--- src/rtl/ccr_pkg.sv ---
package ccr_pkg;

  typedef enum logic [2:0] {
    OPC_ADD   = 3'd0,
    OPC_ARITH = 3'd1,
    OPC_SHIFT = 3'd2,
    OPC_LOGIC = 3'd3,
    OPC_LOAD  = 3'd4,
    OPC_RSV5  = 3'd5,
    OPC_RSV6  = 3'd6,
    OPC_RSV7  = 3'd7
  } opc_e;

  localparam int CCR_W   = 8;
  localparam int LIVE_W  = 5;
  localparam int BIT_C   = 0;
  localparam int BIT_Z   = 1;
  localparam int BIT_N   = 2;
  localparam int BIT_I   = 3;
  localparam int BIT_H   = 4;

  typedef struct packed {
    logic h;
    logic n;
    logic z;
    logic c;
  } alu_flags_t;

endpackage

--- src/rtl/ccr_flag_calc.sv ---
module ccr_flag_calc
  import ccr_pkg::*;
#(
  parameter int DATA_W = 8
) (
  input  logic [2:0]        op_class,
  input  logic [DATA_W-1:0] result,
  input  logic              carry,
  input  logic              half,
  input  alu_flags_t        cur,
  output alu_flags_t        nxt
);

  logic res_neg;
  logic res_zero;

  assign res_neg  = result[DATA_W-1];
  assign res_zero = (result == '0);

  always_comb begin
    nxt = cur;
    case (opc_e'(op_class))
      OPC_ADD: begin
        nxt.h = half;
        nxt.n = res_neg;
        nxt.z = res_zero;
        nxt.c = carry;
      end
      OPC_ARITH, OPC_SHIFT: begin
        nxt.n = res_neg;
        nxt.z = res_zero;
        nxt.c = carry;
      end
      OPC_LOGIC, OPC_LOAD: begin
        nxt.n = res_neg;
        nxt.z = res_zero;
      end
      default: nxt = cur;
    endcase
  end

endmodule

--- src/rtl/ccr_mask_ctl.sv ---
module ccr_mask_ctl #(
  parameter int NUM_CLR = 3
) (
  input  logic               clk,
  input  logic               rst_n,
  input  logic               restore,
  input  logic               restore_i,
  input  logic               stack_done,
  input  logic [NUM_CLR-1:0] clr_vec,
  input  logic               irq_req,
  input  logic               entry_start,
  output logic               mask,
  output logic               take
);

  logic pend_q;
  logic clr_any;

  assign clr_any = |clr_vec;

  always_ff @(posedge clk or negedge rst_n) begin
    if (!rst_n) begin
      mask <= 1'b1;
    end else if (restore) begin
      mask <= restore_i;
    end else if (stack_done) begin
      mask <= 1'b1;
    end else if (clr_any) begin
      mask <= 1'b0;
    end
  end

  always_ff @(posedge clk or negedge rst_n) begin
    if (!rst_n) begin
      pend_q <= 1'b0;
    end else if (entry_start) begin
      pend_q <= 1'b0;
    end else if (irq_req && mask) begin
      pend_q <= 1'b1;
    end
  end

  assign take = !mask && (irq_req || pend_q);

endmodule

--- src/rtl/ccr_unit.sv ---
module ccr_unit
  import ccr_pkg::*;
#(
  parameter int DATA_W = 8
) (
  input  logic              clk,
  input  logic              rst_n,
  input  logic              upd_valid,
  input  logic [2:0]        op_class,
  input  logic [DATA_W-1:0] alu_result,
  input  logic              alu_carry,
  input  logic              alu_half,
  input  logic              irq_req,
  input  logic              entry_start,
  input  logic              stack_done,
  input  logic              restore,
  input  logic [CCR_W-1:0]  restore_val,
  input  logic              clr_cli,
  input  logic              clr_stop,
  input  logic              clr_wait,
  output logic [CCR_W-1:0]  ccr_rd,
  output logic              flag_h,
  output logic              flag_i,
  output logic              flag_n,
  output logic              flag_z,
  output logic              flag_c,
  output logic              irq_take
);

  localparam int UPPER_W = CCR_W - LIVE_W;

  alu_flags_t flags_q;
  alu_flags_t flags_nxt;
  alu_flags_t flags_rst;

  assign flags_rst.h = restore_val[BIT_H];
  assign flags_rst.n = restore_val[BIT_N];
  assign flags_rst.z = restore_val[BIT_Z];
  assign flags_rst.c = restore_val[BIT_C];

  ccr_flag_calc #(.DATA_W(DATA_W)) u_calc (
    .op_class (op_class),
    .result   (alu_result),
    .carry    (alu_carry),
    .half     (alu_half),
    .cur      (flags_q),
    .nxt      (flags_nxt)
  );

  // Arithmetic flags carry no reset: only the mask responds to rst_n.
  always_ff @(posedge clk) begin
    if (restore) begin
      flags_q <= flags_rst;
    end else if (upd_valid) begin
      flags_q <= flags_nxt;
    end
  end

  ccr_mask_ctl #(.NUM_CLR(3)) u_mask (
    .clk         (clk),
    .rst_n       (rst_n),
    .restore     (restore),
    .restore_i   (restore_val[BIT_I]),
    .stack_done  (stack_done),
    .clr_vec     ({clr_wait, clr_stop, clr_cli}),
    .irq_req     (irq_req),
    .entry_start (entry_start),
    .mask        (flag_i),
    .take        (irq_take)
  );

  assign flag_h = flags_q.h;
  assign flag_n = flags_q.n;
  assign flag_z = flags_q.z;
  assign flag_c = flags_q.c;

  always_comb begin
    ccr_rd        = '0;
    ccr_rd[CCR_W-1:LIVE_W] = {UPPER_W{1'b1}};
    ccr_rd[BIT_H] = flag_h;
    ccr_rd[BIT_I] = flag_i;
    ccr_rd[BIT_N] = flag_n;
    ccr_rd[BIT_Z] = flag_z;
    ccr_rd[BIT_C] = flag_c;
  end

endmodule

--- config.mk ---
export PLATFORM = sky130hd
export DESIGN_NAME = ccr_unit
export DESIGN_NICKNAME = d
export VERILOG_FILES = /design/src/rtl/ccr_pkg.sv /design/src/rtl/ccr_flag_calc.sv /design/src/rtl/ccr_mask_ctl.sv /design/src/rtl/ccr_unit.sv
export SDC_FILE = /design/constraint.sdc
export NUM_CORES = 1
export LEC_CHECK = 0
export BUFFER_PORTS_ARGS = -buffer_cell sky130_fd_sc_hd__buf_2
export CAP_MARGIN = 20
export CORE_AREA = 8 8 45 47
export DETAILED_ROUTE_END_ITERATION = 7
export DIE_AREA = 0 0 53 55
export PLACE_DENSITY = 0.78
export SLEW_MARGIN = 20
export SYNTH_ARGS = -nofsm -noshare
export SYNTH_HDL_FRONTEND = slang
export SYNTH_HIERARCHICAL = 1
export SYNTH_SLANG_ARGS = --single-unit
--- constraint.sdc ---
create_clock -name clk -period 1.3 [get_ports clk]
set_input_delay 0.195 -clock clk [delete_from_list [all_inputs] [get_ports clk]]
set_output_delay 0.195 -clock clk [all_outputs]
set_load 0.02 [all_outputs]
==> Word level (Yosys, flattened, before mapping) <==
Cells that the tools add are included.
{ "word_totals": {"ff_bits": 6, "latchBits": 0, "mem_bits_rw": 0, "romBits": 0, "inputBits": 31, "elab_cells": 38, "n_memories": 0} }
{ "op_classes": {"n_addsub": 0, "n_mul": 0, "n_div": 0, "n_lt_le_gt_ge": 0, "eq_ne": 4, "n_shift": 0, "muxes": 10, "bitwise_logic": 0, "n_reduce_logical": 18} }
{ "op_table": {"columns": ["operator", "count"], "rows": [
  ["$reduce_bool A2 Y1", 5],
  ["$logic_not A8 Y1", 1],
  ["$mux W4", 2],
  ["$mux W1", 7],
  ["$eq A3 B2 Y1 const B", 2],
  ["$reduce_and A2 Y1", 3],
  ["$reduce_or A3 Y1", 2],
  ["$reduce_or A5 Y1", 1],
  ["$eq A3 B1 Y1 const B", 1],
  ["$eq A3 B3 Y1 const B", 1],
  ["$logic_not A3 Y1", 1],
  ["$reduce_bool A3 Y1", 1],
  ["$logic_and A1 B1 Y1", 2],
  ["$mux W2", 1],
  ["$logic_not A1 Y1", 1],
  ["$logic_or A1 B1 Y1", 1]
]} }

==> Depth between registers and ports, before layout <==
Gate-level depths: netlist of run 1.
{ "depth": {"word_depth": 5, "ltp_mapped": 3} }

==> By module <==
The synthesis of run 1 kept the hierarchy.
{ "modules_own_cells": {"columns": ["module", "n_inst", "cells_each", "area_each_um2", "seq_area_each_um2"], "rows": [
  ["ccr_unit", 1, 18, 235.2, 120.1],
  ["ccr_mask_ctl", 1, 9, 97.6, 51.3],
  ["ccr_flag_calc", 1, 10, 90.1, 0.0]
]} }

==> Worst setup path after synthesis of run 1 <==
No wires, ideal clock.
{ "synth_path": {"path_kind": "register to register", "from": "register flag_n (netlist name)", "to": "register flags_q, in the netlist flag_n (data pin)", "arrival_ps": 1046, "t_required_ps": 1040, "path_slack_ps": -6, "path_stages_with_launch": 3, "path_cell_list": "edfxtp_1 > mux2_1 > mux2_2"} }
{ "synth_lines": {"columns": ["item", "line_no", "source"], "rows": [
  ["end signal: assignment", "ccr_unit.sv:53", "flags_q <= flags_rst;"],
  ["end signal: assignment", "ccr_unit.sv:55", "flags_q <= flags_nxt;"],
  ["end: declaration", "ccr_unit.sv:32", "alu_flags_t flags_q;"]
]} }

==> Worst setup path in the final report of run 1 <==
{ "layout_path": {"from": "register u_mask.mask", "to": "output port irq_take"} }
{ "layout_between": {"elab_chain_cells": 2} }
{ "layout_lines": {"columns": ["item", "line_no", "source"], "rows": [
  ["start: declaration", "ccr_mask_ctl.sv:12", "output logic mask,"],
  ["start signal: assignment", "ccr_mask_ctl.sv:25", "mask <= restore_i;"],
  ["$logic_not A1 Y1", "ccr_mask_ctl.sv:43", "assign take = !mask && (irq_req || pend_q);"],
  ["$logic_and A1 B1 Y1", "ccr_mask_ctl.sv:43", null],
  ["end: declaration", "ccr_unit.sv:27", "output logic irq_take"]
]} }
No other way between the ends.

==> metrics list, run 1 <==
- Type of the setup path with the least slack: flop to output port
* Number of antenna diodes: 0
- Dividing the final minimum period by the clock period gives 0.935.
- The number of global-route vias before repair was 437.
- Synthesis-stage register bit count: 6
* Number of antenna violations at the first check in global routing: 0
* Pre-CTS WS: -0.0911 ns
- Number of maximum-capacitance violations: 0
- Averaged over all synthesized cells, the footprint is 11.4 um^2.
* Total wire length: 1220 um
* Post-DP HPWL: 1040 um
- Setup violations remaining at the end of the flow were counted as 0.
* Final min period: 1.22 ns
- In the routed design, unresolved DRC markers number 0.
- Die Footprint: 0.00292 mm^2
* Worst Slack Setup Final: 0.0843 ns
- The number of pins with negative max-slew slack in the final report is 0.
- Before antenna repair, the detailed router went through 4 iterations.
* Leftover overflow at the end of global routing: 0
- The number of gates resized after CTS was 0.
* Hold Buf Count CTS: 1
* Global Route Usage Sum: 0.0829
- At the end of routability-driven placement, the weighted congestion stood at 0.680.
- I/O Pins: 45
- Power density over the cells: 1020 mW/mm^2
* Die height: 55 um
- The library cell used most frequently in the layout, excluding fill and tap cells, is sky130_fd_sc_hd__buf_2.
* Hold Worst Slack: 0.0789 ns
* Non-filler instance count after layout: 90
- Routed len/inst: 13.5 um
- Setup clock skew after layout: 0.0000371 ns
* Clock network latency to the later pin of the worst-skew pair: 0.26 ns
* Maximum buffer depth of the clock tree: 2
- In the synthesized netlist, the number of instances is 37.
- Arrival time at the worst endpoint: 1.02 ns
* Share of final-layout standard cells stronger than drive strength 1: 0.716
- The tree is rooted in a sky130_fd_sc_hd__clkbuf_4.
* Clock-pin transition on the worst setup and hold timing paths: 0.05 ns
- Routed via count divided by cell count: 4.47
- Post-CTS timing repair inserted 0 buffers for setup.
- The worst setup path is launched from a flop.
- Die boundary width: 53 um
- Along the worst path, the maximum fanout reaches 5.
* TritonCTS sink count: 6
- Compared with the post-synthesis result, the final layout area differs by 46.7%.
- TritonCTS Buffers: 3
* Vias: 402
- Number of nets in the final layout: 106
- Number of distinct library cell variants in the gate-level netlist after synthesis: 19
* Wire length of the first global-routing pass: 1710 um
- In this run, placement finished with an instance count of 85.
* Setup repair after global routing missed its margin: no
- Commonest cells after routing, fill and taps aside: sky130_fd_sc_hd__buf_2, sky130_fd_sc_hd__mux2_2, sky130_fd_sc_hd__edfxtp_1
- The flow ran to the end, and the final reports show no timing, DRC or antenna violations.
* Initial Utilization: 0.306
- The floorplan has 14 rows.
- The worst setup path is captured at an output port.
- Classification of the worst-slack hold path: input pin to flop
* Leakage power: 0.305 nW
* Max Clk Rate: 823 MHz
- Total power: 635 uW
- Number of violations reported at the end of detailed-routing iteration 0: 1
- Input/output buffers: 38
- Mapped cell area: 423 um^2
* Number of nets still failing antenna checks after routing: 0
- CTS built an H-tree with a depth of 1.
- Register area share after synthesis: 0.405
- During synthesis, Yosys emitted a total of 6 warnings.
- Total count of hold-check failures in the final report: 0
- Data on the critical path is required at its endpoint by 1.11 ns.
* Worst voltage drop across the vdd grid: 0.279 mV
- Placeable Area: 0.00138 mm^2
* Largest net degree at the start of global routing: 8
- TritonCTS built the clock tree.
-- per-stage QoR --
step	setup TNS [ns]	util	area (um^2)
after floorplan	0	-	434
after global placement	-0.170	0.422	584
after detailed placement	-0.244	0.422	584
after CTS	0	0.448	621
after global routing	0	0.448	621
final	0	0.448	621
-- synthesized netlist by cell type --
library cell               number  share of area
sky130_fd_sc_hd__edfxtp_1       4           0.28
sky130_fd_sc_hd__or4_1          1          0.018
sky130_fd_sc_hd__conb_1         1         0.0089
sky130_fd_sc_hd__dfrtp_1        1          0.059
sky130_fd_sc_hd__mux2_1         1          0.027
sky130_fd_sc_hd__buf_4          8           0.14
sky130_fd_sc_hd__o31a_1         1          0.021
sky130_fd_sc_hd__nor2_1         3          0.027
sky130_fd_sc_hd__o31ai_2        1          0.030
sky130_fd_sc_hd__or2_2          1          0.015
sky130_fd_sc_hd__o211ai_1       1          0.018
sky130_fd_sc_hd__dfstp_2        1          0.062
sky130_fd_sc_hd__nor3_1         1          0.012
sky130_fd_sc_hd__a21oi_1        2          0.024
sky130_fd_sc_hd__mux2_2         6           0.16
sky130_fd_sc_hd__nor4b_2        1          0.035
sky130_fd_sc_hd__or4_4          1          0.027
sky130_fd_sc_hd__nand2b_1       1          0.015
sky130_fd_sc_hd__o21a_1         1          0.018
-- final cells by class --
class                      count  area (um^2)
timing repair buffer          39          200
tap                           16         20.0
clock buffer                   4         26.3
multi-input combinational     25          203
sequential                     6          171
fill                         150          763
-- worst max-delay path: stages, from the launching register on --
cell	delay [ns]
sky130_fd_sc_hd__dfstp_2	0.56
sky130_fd_sc_hd__nor2_1	0.05
sky130_fd_sc_hd__buf_2	0.15
-- logic make-up after synthesis --
group,after synthesis,synth area share
AND/OR/NAND/NOR,9,0.148
buffers and inverters,8,0.142
multiplexers,7,0.186
AO/OA/AOI/OAI,6,0.109
flip-flops,6,0.405
other,1,0.00887
-- final timing paths --
check                              start             to  slack, ns  depth (start not counted)
setup / recovery             u_mask/mask       irq_take       0.08                          2
hold / removal               entry_start  u_mask/pend_q       0.08                          2
setup reg to reg                  flag_c         flag_c       0.11                          2
hold reg to reg            u_mask/pend_q  u_mask/pend_q       0.50                          2
max in group asynchronous          rst_n    u_mask/mask       0.86                          2
min in group asynchronous          rst_n  u_mask/pend_q       0.26                          2
-- power breakdown --
group          internal (mW)  switching [mW]
clock                  0.117          0.0850
combinational         0.0883           0.102
sequential             0.229          0.0127
-- layer usage --
| layer | wire length (um) | track usage | share of wire |
|---|---|---|---|
| met3 | 181 | 0.0455 | 0.15 |
| met1 | 357 | 0.0662 | 0.29 |
| met4 | 37 | 0.0776 | 0.030 |
| met2 | 640 | 0.143 | 0.53 |
| met5 | 0 | 0 | 0 |
-- state kept, by name, summed over array words and instances, names as in the netlist --
register,count
flag_n,1
u_mask/pend_q,1
u_mask/mask,1
flag_z,1
flag_h,1
flag_c,1
Power figures use the tool's default switching activity.
==> inputs of run 2 (changes only) <==
--- a/config.mk
+++ b/config.mk
@@ -7,10 +7,10 @@
 export LEC_CHECK = 0
 export BUFFER_PORTS_ARGS = -buffer_cell sky130_fd_sc_hd__buf_2
 export CAP_MARGIN = 20
-export CORE_AREA = 8 8 45 47
+export CORE_MARGIN = 8
+export CORE_UTILIZATION = 29
 export DETAILED_ROUTE_END_ITERATION = 7
-export DIE_AREA = 0 0 53 55
-export PLACE_DENSITY = 0.78
+export PLACE_DENSITY = 0.76
 export SLEW_MARGIN = 20
 export SYNTH_ARGS = -nofsm -noshare
 export SYNTH_HDL_FRONTEND = slang
==> constraint.sdc (replaced) <==
create_clock -name clk -period 1 [get_ports clk]
set_input_delay 0.15 -clock clk [delete_from_list [all_inputs] [get_ports clk]]
set_output_delay 0.15 -clock clk [all_outputs]
set_load 0.02 [all_outputs]
==> run 2 against run 1 <==
The flow now finishes with violations (setup timing). Cell count rose by 6.7%. Via count rose by 8.5%. Power rose by 44%. Worst hold slack got worse by 0.022 ns. Die area rose by 0.72%. Largest power group is now combinational logic. Highest routed layer unchanged.
==> metrics list, run 2 (synthesis gave the netlist of run 1 again) <==
- Violated checks: setup timing
- The number of cells in the design after placement is 90 (was 85).
* Cell area after layout: 749 um^2 (was 621 um^2)
* Classification of the worst-slack hold path: input pin to flop (unchanged)
- Number of cells traversed by the worst register-to-register path: 2 (unchanged)
- The critical setup path kind is flop to flop (was flop to output port).
- Wire length of the first global-routing pass: 2010 um (was 1710 um)
- The worst-case vdd ir drop is 0.448 mV (was 0.279 mV).
- The net count reported at finish came to 113 (was 106).
* Worst setup slack for register-to-register paths: -0.17 ns (was 0.11 ns)
* Clock network latency to the later pin of the worst-skew pair: 0.25 ns (was 0.26 ns)
- Clock-pin transition on the worst setup and hold timing paths: 0.05 ns (about the same)
- The source of the worst register-to-register timing path was flag_c (unchanged).
- Timing would allow up to 856 MHz.
- DR DRC count: 0 (unchanged)
- Power density over the cells: 1220 mW/mm^2 (was 1020 mW/mm^2)
- Die boundary width: 54.2 um (was 53 um)
* Routed len/inst: 14.6 um (was 13.5 um)
* Cell area after placement: 628 um^2 (was 584 um^2)
* Placeable Area: 0.00133 mm^2 (was 0.00138 mm^2)
* Die height: 54.2 um (was 55 um)
- Most common library cell in the layout ignoring fill and taps: sky130_fd_sc_hd__buf_2 (unchanged)
- Number of nets still failing antenna checks after routing: 0 (unchanged)
- Global Route Usage Sum: 0.0969 (was 0.0829)
- Commonest cells after routing, fill and taps aside: sky130_fd_sc_hd__buf_2, sky130_fd_sc_hd__buf_4, sky130_fd_sc_hd__buf_6 (was sky130_fd_sc_hd__buf_2, sky130_fd_sc_hd__mux2_2, sky130_fd_sc_hd__edfxtp_1)
* Die Footprint: 0.00294 mm^2 (was 0.00292 mm^2)
* Critical Path RT: 1.00 ns (was 1.11 ns)
- Initial Utilization: 0.317 (was 0.306)
- Critical Path Fanout Max: 2 (was 5)
* Area growth, synth to finish: 77.2% (was 46.7%)
* Number of violations reported at the end of detailed-routing iteration 0: 8 (was 1)
* Final min period: 1.17 ns
- The number of standard-cell rows in the floorplan was 13 (was 14).
* CP startpoint kind: flop (unchanged)
* I/O Pins: 45 (unchanged)
- The leakage power was 0.375 nW (was 0.305 nW).
- The final core area utilization is 0.562 (was 0.448).
- Final cycle utilization of the critical path: 1.17
* Leftover overflow at the end of global routing: 0 (unchanged)
- The layout cell share with drive strength beyond 1 is 0.741 (was 0.716).
* Pre-CTS WS: -0.328 ns (was -0.0911 ns)
* Vias in the first global route: 456 (was 437)
* Input/output buffers: 38 (unchanged)
- The critical path data arrival time is 1.17 ns (was 1.02 ns).
- TritonCTS Buffers: 3 (unchanged)
- Total wire length: 1400 um (was 1220 um)
- Library cell used as clock root buffer: sky130_fd_sc_hd__clkbuf_4 (unchanged)
* Clock tree from TritonCTS: done (unchanged)
- Non-filler instance count after layout: 96 (was 90)
- TritonCTS sink count: 6 (unchanged)
* Number of iterations in the first detailed-routing pass: 4 (unchanged)
* Start point of the critical path: flag_c (was u_mask/mask)
- Worst R2R End: flag_c (unchanged)
- The number of endpoints with negative hold slack in the final report was 0 (unchanged).
- The maximum number of pins on one net before global-route repair is 8 (unchanged).
* Final slew viol count: 0 (unchanged)
* Number of maximum-capacitance violations: 0 (unchanged)
* Routed via count divided by cell count: 4.54 (was 4.47)
- Worst Slack Setup Final: -0.169 ns (was 0.0843 ns)
- The total power draw is 912 uW (was 635 uW).
- Setup repair after global routing missed its margin: yes (was no)
* Maximum buffer depth of the clock tree: 2 (unchanged)
- The kind of end point of the critical path was a flop (was output port).
- Critical path destination: flag_c (was irq_take)
- The maximum clock skew at final layout is 0.00263 ns (was 0.0000371 ns).
* Number of antenna diodes: 0 (unchanged)
- Post-DP HPWL: 1110 um (was 1040 um)
- Number of antenna violations at the first check in global routing: 0 (unchanged)
- Final weighted congestion in routability-driven placement: 0.645 (was 0.680)
* Number of H-tree branching levels: 1 (unchanged)
* Vias: 436 (was 402)
- The total setup violations reported at the end of the flow was 16 (was 0).
- Result of the run: complete, but fails checks (was complete, no violations).
==> run 2: timing repair <==
item | in CTS | in global routing
gates resized for setup | 20 | 4
setup endpoints to repair | 15 | 16
endpoints found under the hold margin | 2 | 0
pin swaps | 2 | 2
setup buffers | 1 | 1
hold buffers | 1 | 0
==> run 2: worst min path at each step <==
stage               depth (start not counted)       endpoint  slack (ns)        start
detailed placement                          1  u_mask/pend_q       -0.06        rst_n
global placement                            1  u_mask/pend_q       -0.06        rst_n
CTS                                         2  u_mask/pend_q        0.04  entry_start
finish                                      2  u_mask/pend_q        0.06  entry_start
global route                                2  u_mask/pend_q        0.05  entry_start
floorplan                                   0  u_mask/pend_q       -0.15        rst_n
==> run 2: layout make-up <==
type / instances / area (um^2)
flip-flops and latches: 6 / 171
well taps: 15 / 18.8
repair buffers: 46 / 310
clock buffers: 4 / 26.3
multi-input cells: 25 / 223
fillers: 123 / 584
==> run 2: metrics by stage <==
| step | TNS (ns) | hold slack [ns] |
|---|---|---|
| 2_1_floorplan | -1.04 | -0.146 |
| 3_3_place_gp | -1.18 | -0.0645 |
| 3_5_place_dp | -1.21 | -0.0591 |
| 4_1_cts | -1.67 | 0.0432 |
| 5_1_grt | -2.01 | 0.0547 |
| 6_report | -1.47 | 0.0564 |
==> run 2: report_power, final <==
part           switching (mW)  internal [mW]  total [mW]  leakage [nW]
clock network          0.0952          0.152       0.247        0.0150
logic                   0.155          0.198       0.353         0.296
registers              0.0149          0.298       0.313        0.0648
total                   0.265          0.648       0.912         0.375
==> run 2: worst max-delay path, cell delays in order (launching register included) <==
cell                       delay (ns)
sky130_fd_sc_hd__edfxtp_1        0.38
sky130_fd_sc_hd__mux2_4          0.28
sky130_fd_sc_hd__mux2_4          0.26
==> run 2: routing by layer <==
metal	part of all wire	track usage
met1	0.27	0.0794
met2	0.58	0.189
met3	0.14	0.0413
met4	0.011	0.0492
met5	0	0
